$ cat src/rtl/sio_status_pkg.sv
package sio_status_pkg;
    typedef enum logic [1:0] {
        MODE_OFF    = 2'd0,
        MODE_3W     = 2'd1,
        MODE_2W     = 2'd2,
        MODE_2W_OVH = 2'd3
    } wire_mode_e;

    typedef enum logic [1:0] {
        CS_SOFT  = 2'd0,
        CS_TICK  = 2'd1,
        CS_EXT_A = 2'd2,
        CS_EXT_B = 2'd3
    } clk_sel_e;

    typedef struct packed {
        logic start_f;
        logic ovf_f;
        logic stop_f;
        logic col_f;
    } flags_t;
endpackage

$ cat src/rtl/sio_line_mon.sv
module sio_line_mon
    import sio_status_pkg::*;
(
    input  logic       clk,
    input  logic       rst_n,
    input  logic [1:0] mode,
    input  logic [1:0] csel,
    input  logic       sw_strobe,
    input  logic       timer_tick,
    input  logic       scl,
    input  logic       sda,
    input  logic       drv_bit,
    output logic       start_ev,
    output logic       stop_ev,
    output logic       col_ev,
    output logic       cnt_ev
);
    typedef struct packed {
        logic scl;
        logic sda;
    } lines_t;

    lines_t lines_d, lines_q;
    logic   two_wire, ext_clk, scl_edge;

    always_comb begin
        lines_d.scl = scl;
        lines_d.sda = sda;
        two_wire    = mode[1];
        ext_clk     = csel[1];
        scl_edge    = scl ^ lines_q.scl;

        if (two_wire) begin
            start_ev = lines_q.sda & ~sda & lines_q.scl & scl;
        end else begin
            start_ev = ext_clk & ~sw_strobe & scl_edge;
        end
        stop_ev = two_wire & ~lines_q.sda & sda & lines_q.scl & scl;
        col_ev  = two_wire & ~lines_q.scl & scl & drv_bit & ~sda;

        unique case (clk_sel_e'(csel))
            CS_SOFT: cnt_ev = sw_strobe;
            CS_TICK: cnt_ev = timer_tick;
            default: cnt_ev = scl_edge;
        endcase
    end

    always_ff @(posedge clk or negedge rst_n) begin
        if (!rst_n) begin
            lines_q <= '{scl: 1'b1, sda: 1'b1};
        end else begin
            lines_q <= lines_d;
        end
    end
endmodule

$ cat src/rtl/sio_edge_cnt.sv
module sio_edge_cnt #(
    parameter int CNT_W = 4
) (
    input  logic             clk,
    input  logic             rst_n,
    input  logic             wr_en,
    input  logic [CNT_W-1:0] wr_val,
    input  logic             cnt_ev,
    output logic [CNT_W-1:0] cnt,
    output logic             wrap_ev
);
    localparam logic [CNT_W-1:0] CNT_MAX = {CNT_W{1'b1}};

    logic [CNT_W-1:0] cnt_d, cnt_q;

    always_comb begin
        cnt_d   = cnt_q;
        wrap_ev = 1'b0;
        if (wr_en) begin
            cnt_d = wr_val;
        end else if (cnt_ev) begin
            cnt_d   = cnt_q + 1'b1;
            wrap_ev = (cnt_q == CNT_MAX);
        end
    end

    always_ff @(posedge clk or negedge rst_n) begin
        if (!rst_n) begin
            cnt_q <= '0;
        end else begin
            cnt_q <= cnt_d;
        end
    end

    assign cnt = cnt_q;
endmodule

$ cat src/rtl/sio_status.sv
module sio_status
    import sio_status_pkg::*;
#(
    parameter int CNT_W = 4
) (
    input  logic             clk,
    input  logic             rst_n,
    input  logic             wr_en,
    input  logic [CNT_W+3:0] wr_data,
    output logic [CNT_W+3:0] rd_data,
    input  logic [1:0]       mode,
    input  logic [1:0]       csel,
    input  logic             sw_strobe,
    input  logic             timer_tick,
    input  logic             scl_in,
    input  logic             sda_in,
    input  logic             drv_bit,
    input  logic             start_ie,
    input  logic             ovf_ie,
    output logic             start_irq,
    output logic             ovf_irq,
    output logic             hold_start,
    output logic             hold_ovf,
    output logic             wake_any,
    output logic             wake_idle
);
    localparam int REG_W = CNT_W + 4;

    logic             start_ev, stop_ev, col_ev, cnt_ev, wrap_ev;
    logic [CNT_W-1:0] cnt;
    flags_t           flags_d, flags_q, clr;

    sio_line_mon i_line_mon (
        .clk        (clk),
        .rst_n      (rst_n),
        .mode       (mode),
        .csel       (csel),
        .sw_strobe  (sw_strobe),
        .timer_tick (timer_tick),
        .scl        (scl_in),
        .sda        (sda_in),
        .drv_bit    (drv_bit),
        .start_ev   (start_ev),
        .stop_ev    (stop_ev),
        .col_ev     (col_ev),
        .cnt_ev     (cnt_ev)
    );

    sio_edge_cnt #(.CNT_W(CNT_W)) i_edge_cnt (
        .clk     (clk),
        .rst_n   (rst_n),
        .wr_en   (wr_en),
        .wr_val  (wr_data[CNT_W-1:0]),
        .cnt_ev  (cnt_ev),
        .cnt     (cnt),
        .wrap_ev (wrap_ev)
    );

    always_comb begin
        clr = wr_en ? flags_t'(wr_data[REG_W-1:CNT_W]) : '0;
        // A set event in the same cycle outranks the clearing write.
        flags_d.start_f = start_ev | (flags_q.start_f & ~clr.start_f);
        flags_d.ovf_f   = wrap_ev  | (flags_q.ovf_f   & ~clr.ovf_f);
        flags_d.stop_f  = stop_ev  | (flags_q.stop_f  & ~clr.stop_f);
        flags_d.col_f   = col_ev   | (flags_q.col_f   & ~clr.col_f);
    end

    always_ff @(posedge clk or negedge rst_n) begin
        if (!rst_n) begin
            flags_q <= '0;
        end else begin
            flags_q <= flags_d;
        end
    end

    assign rd_data    = {flags_q, cnt};
    assign start_irq  = flags_q.start_f & start_ie;
    assign ovf_irq    = flags_q.ovf_f & ovf_ie;
    assign hold_start = mode[1] & flags_q.start_f;
    assign hold_ovf   = (wire_mode_e'(mode) == MODE_2W_OVH) & flags_q.ovf_f;
    assign wake_any   = start_irq;
    assign wake_idle  = start_irq | ovf_irq;
endmodule

$ cat config.mk
export PLATFORM = sky130hd
export DESIGN_NAME = sio_status
export DESIGN_NICKNAME = d
export VERILOG_FILES = /design/src/rtl/sio_status_pkg.sv /design/src/rtl/sio_line_mon.sv /design/src/rtl/sio_edge_cnt.sv /design/src/rtl/sio_status.sv
export SDC_FILE = /design/constraint.sdc
export NUM_CORES = 1
export LEC_CHECK = 0
export BUFFER_PORTS_ARGS = -buffer_cell sky130_fd_sc_hd__buf_2
export CORE_AREA = 10 10 47 49
export CTS_BUF_LIST = sky130_fd_sc_hd__clkbuf_8
export DETAILED_ROUTE_END_ITERATION = 8
export DIE_AREA = 0 0 57 59
export GPL_ROUTABILITY_DRIVEN = 0
export PLACE_DENSITY = 0.79
export SYNTH_ARGS = -nofsm -noshare
export SYNTH_HDL_FRONTEND = slang
export SYNTH_SLANG_ARGS = --single-unit
export TNS_END_PERCENT = 30
$ cat constraint.sdc
create_clock -name clk -period 3.5 [get_ports clk]
set_input_delay 0.175 -clock clk [delete_from_list [all_inputs] [get_ports clk]]
set_output_delay 0.175 -clock clk [all_outputs]
set_load 0.01 [all_outputs]
Word level (Yosys, flattened, before mapping). Index checks and enable logic that the tools add are counted.

Flip-flop bits (word level): 10. Bits in latches: 0. Bits in writable memories: 0. ROM bits: 0. Word-level logic and storage cells: 55. Memories: 0.

Add/subtract/negate cells: 1. $mul: 0. Divide/modulo/power cells: 0. Magnitude comparators: 0. Equal/unequal tests: 3. Shift-type cells: 0. Muxes and demuxes: 7. Bitwise operators: 35. Reductions and logical operators: 2.

Operators with widths (count): $and 1x1->1 (21); $mux 4 (3); $not 1->1 (8); $or 1x1->1 (5); $add 4x1->4 const B (1); $eq 4x4->1 const B (1); $mux 1 (3); $eq 2x1->1 const B (1); $eq 2x2->1 const B (1); $logic_not 2->1 (1); $pmux 1 s2 (1); $reduce_bool 2->1 (1); $xor 1x1->1 (1).

Logic depth before layout (Yosys ltp). Gate-level depths: netlist (run 1).

Word-level depth: 6. Mapped depth: 4. Depth with buffers taken out: 4.

Hierarchy. A second synthesis (run 1) with hierarchy kept.

Cell total of the unflattened synthesis: 54. Area total of the unflattened synthesis: 543.0 um2.

By module, submodules not included: sio_edge_cnt (times used 1, cells an instance 21, area each 215.2 um2, seq. area each 100.1 um2); sio_status (times used 1, cells an instance 18, area each 188.9 um2, seq. area each 100.1 um2); sio_line_mon (times used 1, cells an instance 15, area each 138.9 um2, seq. area each 52.6 um2).

Worst setup path before layout (run 1). OpenSTA, ideal clock, no wires.

Kind: register -> register. From: reg i_line_mon.lines_q[1] (netlist name). To: reg i_edge_cnt.cnt_q[1] (netlist: i_edge_cnt.cnt[1]). Library setup time: 0.125 ns. Arrival time: 1.428 ns. Path slack: 1.947 ns. Cell stages (with the launch flop): 5. Buffers on the path: 0. Clock period less this slack: 1.553 ns. Path through: dfstp_2 > xor2_1 > mux2_4 > mux2_4 > mux2_2.

Longest elaborated chain between the ends: 3.

Ends and longest elaborated chain: from (decl) (RTL line sio_line_mon.sv:23) `lines_t lines_d, lines_q;`; from (signal assigned) (RTL line sio_line_mon.sv:50) `lines_q <= '{scl: 1'b1, sda: 1'b1};`; from (signal assigned) (RTL line sio_line_mon.sv:52) `lines_q <= lines_d;`; $xor 1x1->1 (RTL line sio_line_mon.sv:31) `scl_edge = scl ^ lines_q.scl;`; $pmux 1 s2 (RTL line sio_line_mon.sv:41) `unique case (clk_sel_e'(csel))`; $reduce_bool 2->1 (no line); to (signal assigned) (RTL line sio_edge_cnt.sv:31) `cnt_q <= cnt_d;`; to (decl) (RTL line sio_edge_cnt.sv:14) `logic [CNT_W-1:0] cnt_d, cnt_q;`.

No other way between the ends. A chain may end at the register's enable or synchronous reset.

Worst setup path in the final report (run 1). Same ends and word-level chain as after synthesis.

==> flow_summary.ini, run 1 <==
[setup_path]
path_class = reg -> reg
cp_max_fo = 7
endpoint_kind = flop
start_kind = flop
cp.arrival_ps = 1740
required_ps = 3620
regToRegSetupSlack_ps = 1880

[placement]
dpl.hpwl_mm = 1.30
place_area_um2 = 733
numPortBuffers = 35
dp_slack_ps = 1880

[timing]
fin_ws_ps = 1880
tightest_slew_ps = 238
relSlewSlack_pct = 84.1
fin_crit_sh_pct = 46.3
slew_violations = 0
hold_viol = 0
finalSetupViolCount = 0
fmax_ghz = 0.617
min_period_ps = 1620
tns_ps = 0
rsz0062_at_grt = no
clock_skew_ps = 6.03

[clock_tree]
cts_tree = built
clk_path_buf_depth = 2
postCtsHoldBufs = 1
postCtsSetupBuffers = 0
cts_root_buf = clkbuf_8
cts_max_level = 1
numCtsBuffers = 3
clkLatencyLatePin_ps = 230
ctsResizeCount = 0
cts.clk_slew.worst_paths_ps = 50
cts.sinks = 10

[final_layout]
postLayoutCellArea_um2 = 788
nets = 117
drive_gt1_share_pct = 50.5
area_growth_pct = 43.5
diodes = 0

[floorplan]
dieArea_mm2 = 0.00336
initial_utilization_pct = 39.2
rows = 14
die_h_um = 59
core-area_mm2 = 0.00140
fp.dieW_um = 57
ios = 36

[grt]
first_global_vias = 606
grt_max_degree = 12
grt_usage_pct = 9.11
antenna_found_initial = 0
grt_pass1_wl_mm = 2.57
overflow = 0

[yosys]
synth_nets = 78
syn_area_per_cell_um2 = 9.99
syn_area_um2 = 549
netlist_instances = 55
seq_area_frac_synth_pct = 46.0
yosysWarnings = 0
ys_ff_latch = 10
synth_cell_types = 25

[route]
drc = 0
ant_nets = 0
dr.pass1.iters = 4
viasPerCell = 4.98
wl_mm = 1.56
vias = 543
wire_per_inst_um = 14.3
first_iter_violations = 5

[power]
finalPower_uw = 351
leakagePower_uw = 0.000445
p_per_area_mw_per_mm2 = 445
ir_worst_vdd_mv = 0.229

[flow_run]
max_cap_viol_count = 0

[run_status]
status = complete, no violations

[min_path]
hold_path.class = in -> reg
worst max-delay path, stage by stage (launching register included):
cell,delay [ps]
dfstp_2,540
xor2_1,180
mux2_4,230
mux2_4,300
mux2_2,260
worst paths after layout:
check,startpoint,to,depth (start not counted)
worst min-delay path,sda_in,i_line_mon.lines_q[0],1
min in group asynchronous,rst_n,rd_data[4],2
worst min register to register,rd_data[4],rd_data[4],2
worst max register to register,i_line_mon.lines_q[1],i_edge_cnt.cnt[1],4
worst max-delay path,i_line_mon.lines_q[1],i_edge_cnt.cnt[1],4
max in group asynchronous,rst_n,i_line_mon.lines_q[1],2
cells in the mapped netlist:
master    n  share of area [%]
xnor2_1   1                1.6
nor2_1    2                1.4
o31a_1    2                3.2
and3_2    2                2.7
and3_1    2                2.3
nand3_1   1               0.91
or2_2     1                1.1
a32oi_1   1                1.6
xor2_1    1                1.6
mux2_2    1                2.0
dfrtp_1   8                 36
clkbuf_1  1               0.68
o21ai_0   2                1.8
nand4_1   1                1.1
o31ai_1   1                1.4
a41oi_1   1                1.6
inv_1     3                2.0
and2_1    3                3.4
buf_4     1                1.4
nand2b_1  3                3.4
ha_1      1                2.3
nand2_1   8                5.5
dfstp_2   2                9.6
mux2_4    3                8.2
a21oi_1   3                2.7
sequential cells by signal, summed over array words and instances, names as in the netlist:
register	count
i_edge_cnt.cnt	4
i_line_mon.lines_q	2
rd_data	4
layer usage:
layer | global-route usage [%] | wire length (um)
met5 | 0 | 0
met4 | 2.01 | 6
met3 | 4.51 | 128
met2 | 14.7 | 751
met1 | 10.6 | 670
cells in the final DEF, fill, tap and decap left out:
master,count
a21oi_1,3
a32oi_1,1
a41oi_1,1
and2_1,3
and3_1,2
and3_2,2
buf_2,35
clkbuf_8,3
dfrtp_1,8
dfstp_2,2
dlygate4sd3_1,1
ha_1,1
inv_1,4
mux2_2,1
mux2_4,3
nand2_1,8
nand2b_1,3
nand3_1,1
nand4_1,1
nor2_1,2
o21ai_0,2
o31a_1,2
o31ai_1,1
or2_2,1
xnor2_1,1
xor2_1,1
cells by family (layout without fill, tap and decap cells):
kind of cell | count (synthesis) | after routing | share of synthesized area (%)
simple gates | 23 | 23 | 21.9
compound gates | 10 | 10 | 12.3
flops | 10 | 10 | 46.0
buf+inv | 5 | 43 | 4.10
mux | 4 | 4 | 10.2
xor+xnor | 2 | 2 | 3.19
fa+ha+maj | 1 | 1 | 2.28
metrics by stage:
step	hold WS (ps)	utilization (%)	std cells
floorplan	-121	-	55
global placement	47.8	52.3	104
detailed placement	53.1	52.3	104
CTS	76.2	56.3	109
global route	73.0	56.3	109
finish	76.9	56.3	109
final cells by class:
class,instances,area (um^2)
Tap cell,16,20.0
Timing Repair Buffer,36,185
Clock buffer,3,41.3
Inverter,3,11.3
Sequential cell,10,253
Clock inverter,1,3.75
Fill cell,152,613
Multi-Input combinational cell,40,274
report_power, final:
group | switching, uW | internal [uW] | leakage, uW | total (uW)
registers | 11.5 | 130 | 0.000121 | 141
clock network | 41.6 | 76.5 | 0.0000269 | 118
logic | 43.0 | 48.7 | 0.000297 | 91.7
total | 96.1 | 255 | 0.000445 | 351
(Power assumes the default switching activity.)
==> run 2: changes to the inputs <==
--- a/config.mk
+++ b/config.mk
@@ -6,12 +6,12 @@
 export NUM_CORES = 1
 export LEC_CHECK = 0
 export BUFFER_PORTS_ARGS = -buffer_cell sky130_fd_sc_hd__buf_2
-export CORE_AREA = 10 10 47 49
+export CORE_MARGIN = 10
+export CORE_UTILIZATION = 42
 export CTS_BUF_LIST = sky130_fd_sc_hd__clkbuf_8
 export DETAILED_ROUTE_END_ITERATION = 8
-export DIE_AREA = 0 0 57 59
 export GPL_ROUTABILITY_DRIVEN = 0
-export PLACE_DENSITY = 0.79
+export PLACE_DENSITY = 0.8
 export SYNTH_ARGS = -nofsm -noshare
 export SYNTH_HDL_FRONTEND = slang
 export SYNTH_SLANG_ARGS = --single-unit
==> constraint.sdc (replaced) <==
create_clock -name clk -period 1.68 [get_ports clk]
set_input_delay 0.084 -clock clk [delete_from_list [all_inputs] [get_ports clk]]
set_output_delay 0.084 -clock clk [all_outputs]
set_load 0.01 [all_outputs]
==> flow_summary.ini, run 2 (synthesis results as in run 1) <==
[run_status]
status = complete, no violations

[setup_path]
path_class = reg -> reg
regToRegSetupSlack_ps = 80
slowest_stage = dfstp_2
required_ps = 1800
cpPeakStageDelay_ps = 540
crit_family = multiplexers
worst-path-buf-inv = 0
start_kind = flop
endpoint_kind = flop
cp_max_fo = 7
cp_cell_sequence = xor2_1 -> mux2_4 -> mux2_4 -> mux2_2
cp.arrival_ps = 1720
path_common_cell = mux2_4

[power]
combPwrFrac_pct = 26.9
clkPwrFrac_pct = 33.5
ir_worst_vdd_mv = 0.522
p_per_area_mw_per_mm2 = 917
leakagePower_uw = 0.000454
internal_power_uw = 537
p_seq_share_pct = 39.6
switchingPower_uw = 205
swShare_pct = 27.6

[route]
ant_nets = 0
viasPerCell = 5.10
first_iter_violations = 8
wire_per_inst_um = 14.8
wl_mm = 1.62
drc = 0
vias = 556
dr.pass1.iters = 4

[clock_tree]
clkLatencyLatePin_ps = 230
numCtsBuffers = 3
ctsResizeCount = 0
clk_path_buf_depth = 2
cts.clk_slew.worst_paths_ps = 50
cts_max_level = 1
cts_root_buf = clkbuf_8
cts_tree = built
cts.sinks = 10

[floorplan]
die_h_um = 56.2
rows = 12
ios = 36
dieArea_mm2 = 0.00315
core-area_mm2 = 0.00117
initial_utilization_pct = 46.9
fp.dieW_um = 56.2

[final_layout]
nets = 119
area_growth_pct = 47.2
layout_commonest_cell = buf_2
fill_cells = 96
drive_gt1_share_pct = 49.5
diodes = 0
final_cell_mix = buf_2, nand2_1, dfrtp_1

[timing]
min_period_ps = 1600
clock_skew_ps = 8.80
tns_ps = 0
finalSetupViolCount = 0
fin_ws_ps = 75.6
tightest_slew_ps = 235
fin_crit_sh_pct = 95.5
slew_violations = 0
hold_viol = 0
rsz0062_at_grt = no
fmax_ghz = 0.623
relSlewSlack_pct = 84.3

[min_path]
hold_path.class = in -> reg

[grt]
first_global_vias = 625
grt_pass1_wl_mm = 2.75
antenna_found_initial = 0
overflow = 0
grt_usage_pct = 10.5
grt_max_degree = 12

[placement]
dpl.hpwl_mm = 1.31
dp_slack_ps = 75.4
numPortBuffers = 35

[flow_run]
max_cap_viol_count = 0
-- run 2: power groups by stage --
stage | clock, uW | combinational, uW | sequential (uW)
finish | 248 | 200 | 294
CTS | 252 | 199 | 294
global placement | 0 | 186 | 296
floorplan | 0 | 98.7 | 306
global route | 273 | 221 | 297
detailed placement | 0 | 191 | 297
-- run 2: cell type report --
class / instances / area [um^2] / share of cell area (%)
Clock buffer: 3 / 41.3 / 5.11
Timing Repair Buffer: 38 / 208 / 25.7
Multi-Input combinational cell: 40 / 274 / 33.9
Inverter: 3 / 11.3 / 1.39
Sequential cell: 10 / 253 / 31.3
Tap cell: 14 / 17.5 / 2.17
Clock inverter: 1 / 3.75 / 0.464
-- run 2: repair_timing --
item	CTS	global route
hold buffers	3	0
setup buffers	0	1
hold endpoints to repair	12	0
endpoints found under the setup margin	0	1
-- run 2: final timing paths --
path	to	cells past startpoint	start
max	i_edge_cnt.cnt[1]	4	i_line_mon.lines_q[1]
min	i_edge_cnt.cnt[0]	3	wr_data[0]
max reg2reg	i_edge_cnt.cnt[1]	4	i_line_mon.lines_q[1]
min reg2reg	rd_data[4]	2	rd_data[4]
max in group asynchronous	i_line_mon.lines_q[0]	2	rst_n
min in group asynchronous	rd_data[5]	2	rst_n
-- run 2: metal layers --
metal / global-route usage (%) / share of wire [%] / up-vias
met5: 0 / 0 / -
met2: 18.4 / 52 / 22
li1: - / - / 271
met1: 10.1 / 39 / 261
met4: 3.75 / 0.50 / 0
met3: 5.69 / 8.8 / 2
-- run 2: stage by stage --
stage | power, uW | cells | util, % | hold WS (ps) | area (um^2)
floorplan | 405 | 55 | - | -212 | 549
global placement | 483 | 102 | 62.4 | -45.1 | 731
detailed placement | 489 | 102 | 62.4 | -41.1 | 731
CTS | 745 | 109 | 68.8 | 69.3 | 806
global route | 791 | 109 | 69.0 | 94.2 | 808
finish | 741 | 109 | 69.0 | 64.3 | 808
-- run 2: worst min-delay path, stage by stage --
cell,delay [ps]
buf_2,80
nand2_1,40
o21ai_0,60
==> run 3: changes to the inputs <==
--- a/config.mk
+++ b/config.mk
@@ -6,12 +6,14 @@
 export NUM_CORES = 1
 export LEC_CHECK = 0
 export BUFFER_PORTS_ARGS = -buffer_cell sky130_fd_sc_hd__buf_2
+export CELL_PAD_IN_SITES_DETAIL_PLACEMENT = 1
+export CELL_PAD_IN_SITES_GLOBAL_PLACEMENT = 1
 export CORE_MARGIN = 10
-export CORE_UTILIZATION = 42
+export CORE_UTILIZATION = 29
 export CTS_BUF_LIST = sky130_fd_sc_hd__clkbuf_8
 export DETAILED_ROUTE_END_ITERATION = 8
 export GPL_ROUTABILITY_DRIVEN = 0
-export PLACE_DENSITY = 0.8
+export PLACE_DENSITY_LB_ADDON = 0.1
 export SYNTH_ARGS = -nofsm -noshare
 export SYNTH_HDL_FRONTEND = slang
 export SYNTH_SLANG_ARGS = --single-unit
==> flow_summary.ini, run 3 (synthesis results as in run 1) <==
[run_status]
status = complete, no violations

[route]
drc = 0
dr.pass1.iters = 3
wl_mm = 1.83
ant_nets = 0
first_iter_violations = 11
vias = 551
wire_per_inst_um = 15.0
viasPerCell = 4.52

[setup_path]
cpPeakStageDelay_ps = 530
slowest_stage = dlygate4sd3_1
path_class = in -> reg
worst-path-buf-inv = 2
reg2reg_depth = 4
cp_cell_sequence = dlygate4sd3_1 -> buf_2 -> xor2_2 -> mux2_4 -> mux2_4 -> mux2_2
cp_max_fo = 6
crit_family = multiplexers
timing.rr.start = i_line_mon.lines_q[1]
path_depth = 6
cp.arrival_ps = 1760
start_kind = input pin
r2r-end = i_edge_cnt.cnt[1]
required_ps = 1810
path_common_cell = mux2_4
endpoint_kind = flop
regToRegSetupSlack_ps = 80

[placement]
dpl.cell_count = 113
dp_slack_ps = 47.3
numPortBuffers = 35
dpl.hpwl_mm = 1.47

[timing]
relSlewSlack_pct = 83.9
hold_viol = 0
finalSetupViolCount = 0
clock_skew_ps = 3.11
slew_violations = 0
holdWs_ps = 56.9
min_period_ps = 1630
fmax_ghz = 0.613
fin_ws_ps = 48.7
tns_ps = 0
fin_crit_sh_pct = 97.1
tightest_slew_ps = 242
rsz0062_at_grt = no

[final_layout]
drive_gt1_share_pct = 52.6
diodes = 0
nets = 121
fill_cells = 230
final_cell_mix = buf_2, nand2_1, dfrtp_1
area_growth_pct = 55.1
layout_commonest_cell = buf_2
fin_util_pct = 48.3
finalNonFillerCells = 122

[grt]
grt_usage_pct = 9.18
overflow = 0
grt_pass1_wl_mm = 2.95
antenna_found_initial = 0
first_global_vias = 625
grt_max_degree = 12

[floorplan]
rows = 15
initial_utilization_pct = 31.1
core-area_mm2 = 0.00176
ios = 36
dieArea_mm2 = 0.00403
die_h_um = 63.5
fp.dieW_um = 63.5

[clock_tree]
clk_path_buf_depth = 2
cts.clk_slew.worst_paths_ps = 50
cts_max_level = 1
numCtsBuffers = 3
cts_root_buf = clkbuf_8
clkLatencyLatePin_ps = 240
cts.sinks = 10
cts_tree = built

[min_path]
hold_start = wr_data[0]
hold_depth = 3
hold_path.class = in -> reg
min_to = i_edge_cnt.cnt[0]

[power]
p_per_area_mw_per_mm2 = 957
ir_worst_vdd_mv = 0.426
leakagePower_uw = 0.000466

[flow_run]
max_cap_viol_count = 0
-- run 3: through the flow --
stage / area, um^2 / total power (uW)
after floorplan: 549 / 405
after global placement: 744 / 487
after detailed placement: 744 / 493
after CTS: 830 / 821
after global routing: 852 / 866
final: 852 / 815
-- run 3: timing repair --
action	in CTS	in global routing
buffers inserted	0	2
setup endpoints to repair	0	1
hold endpoints to repair	12	0
hold buffers	3	0
gates resized for setup	0	1
-- run 3: power by group --
part	switching [uW]	internal, uW	leakage (uW)	total, uW
Clock	107	207	0.0000288	314
Sequential	27.1	270	0.000121	297
Combinational	92.8	112	0.000316	205
-- run 3: worst max path at each step --
| stage | start | endpoint | slack, ps |
|---|---|---|---|
| floorplan | i_line_mon.lines_q[1] | i_edge_cnt.cnt[1] | 130 |
| global placement | i_line_mon.lines_q[1] | i_edge_cnt.cnt[1] | 90 |
| detailed placement | i_line_mon.lines_q[1] | i_edge_cnt.cnt[1] | 50 |
| CTS | i_line_mon.lines_q[1] | i_edge_cnt.cnt[1] | 30 |
| global route | scl_in | i_edge_cnt.cnt[1] | 10 |
| finish | scl_in | i_edge_cnt.cnt[1] | 50 |
-- run 3: tightest hold or removal path: stages --
cell and delay [ps]:
buf_2 70, nand2_1 40, o21ai_0 60
-- run 3: metal layers --
layer,part of all wire (%),GRT usage [%],vias to the layer above
met5,0,0,-
met4,1.3,4.10,0
met3,7.2,4.24,2
met2,51,15.6,19
met1,40,9.42,257
li1,-,-,273
-- run 3: final cells by class --
class / instances / area, um^2 / share of cell area (%)
Tap cell: 25 / 31.3 / 3.67
Multi-Input combinational cell: 40 / 282 / 33.0
Inverter: 3 / 11.3 / 1.32
Timing Repair Buffer: 40 / 220 / 25.8
Clock buffer: 4 / 55.1 / 6.46
Sequential cell: 10 / 253 / 29.7
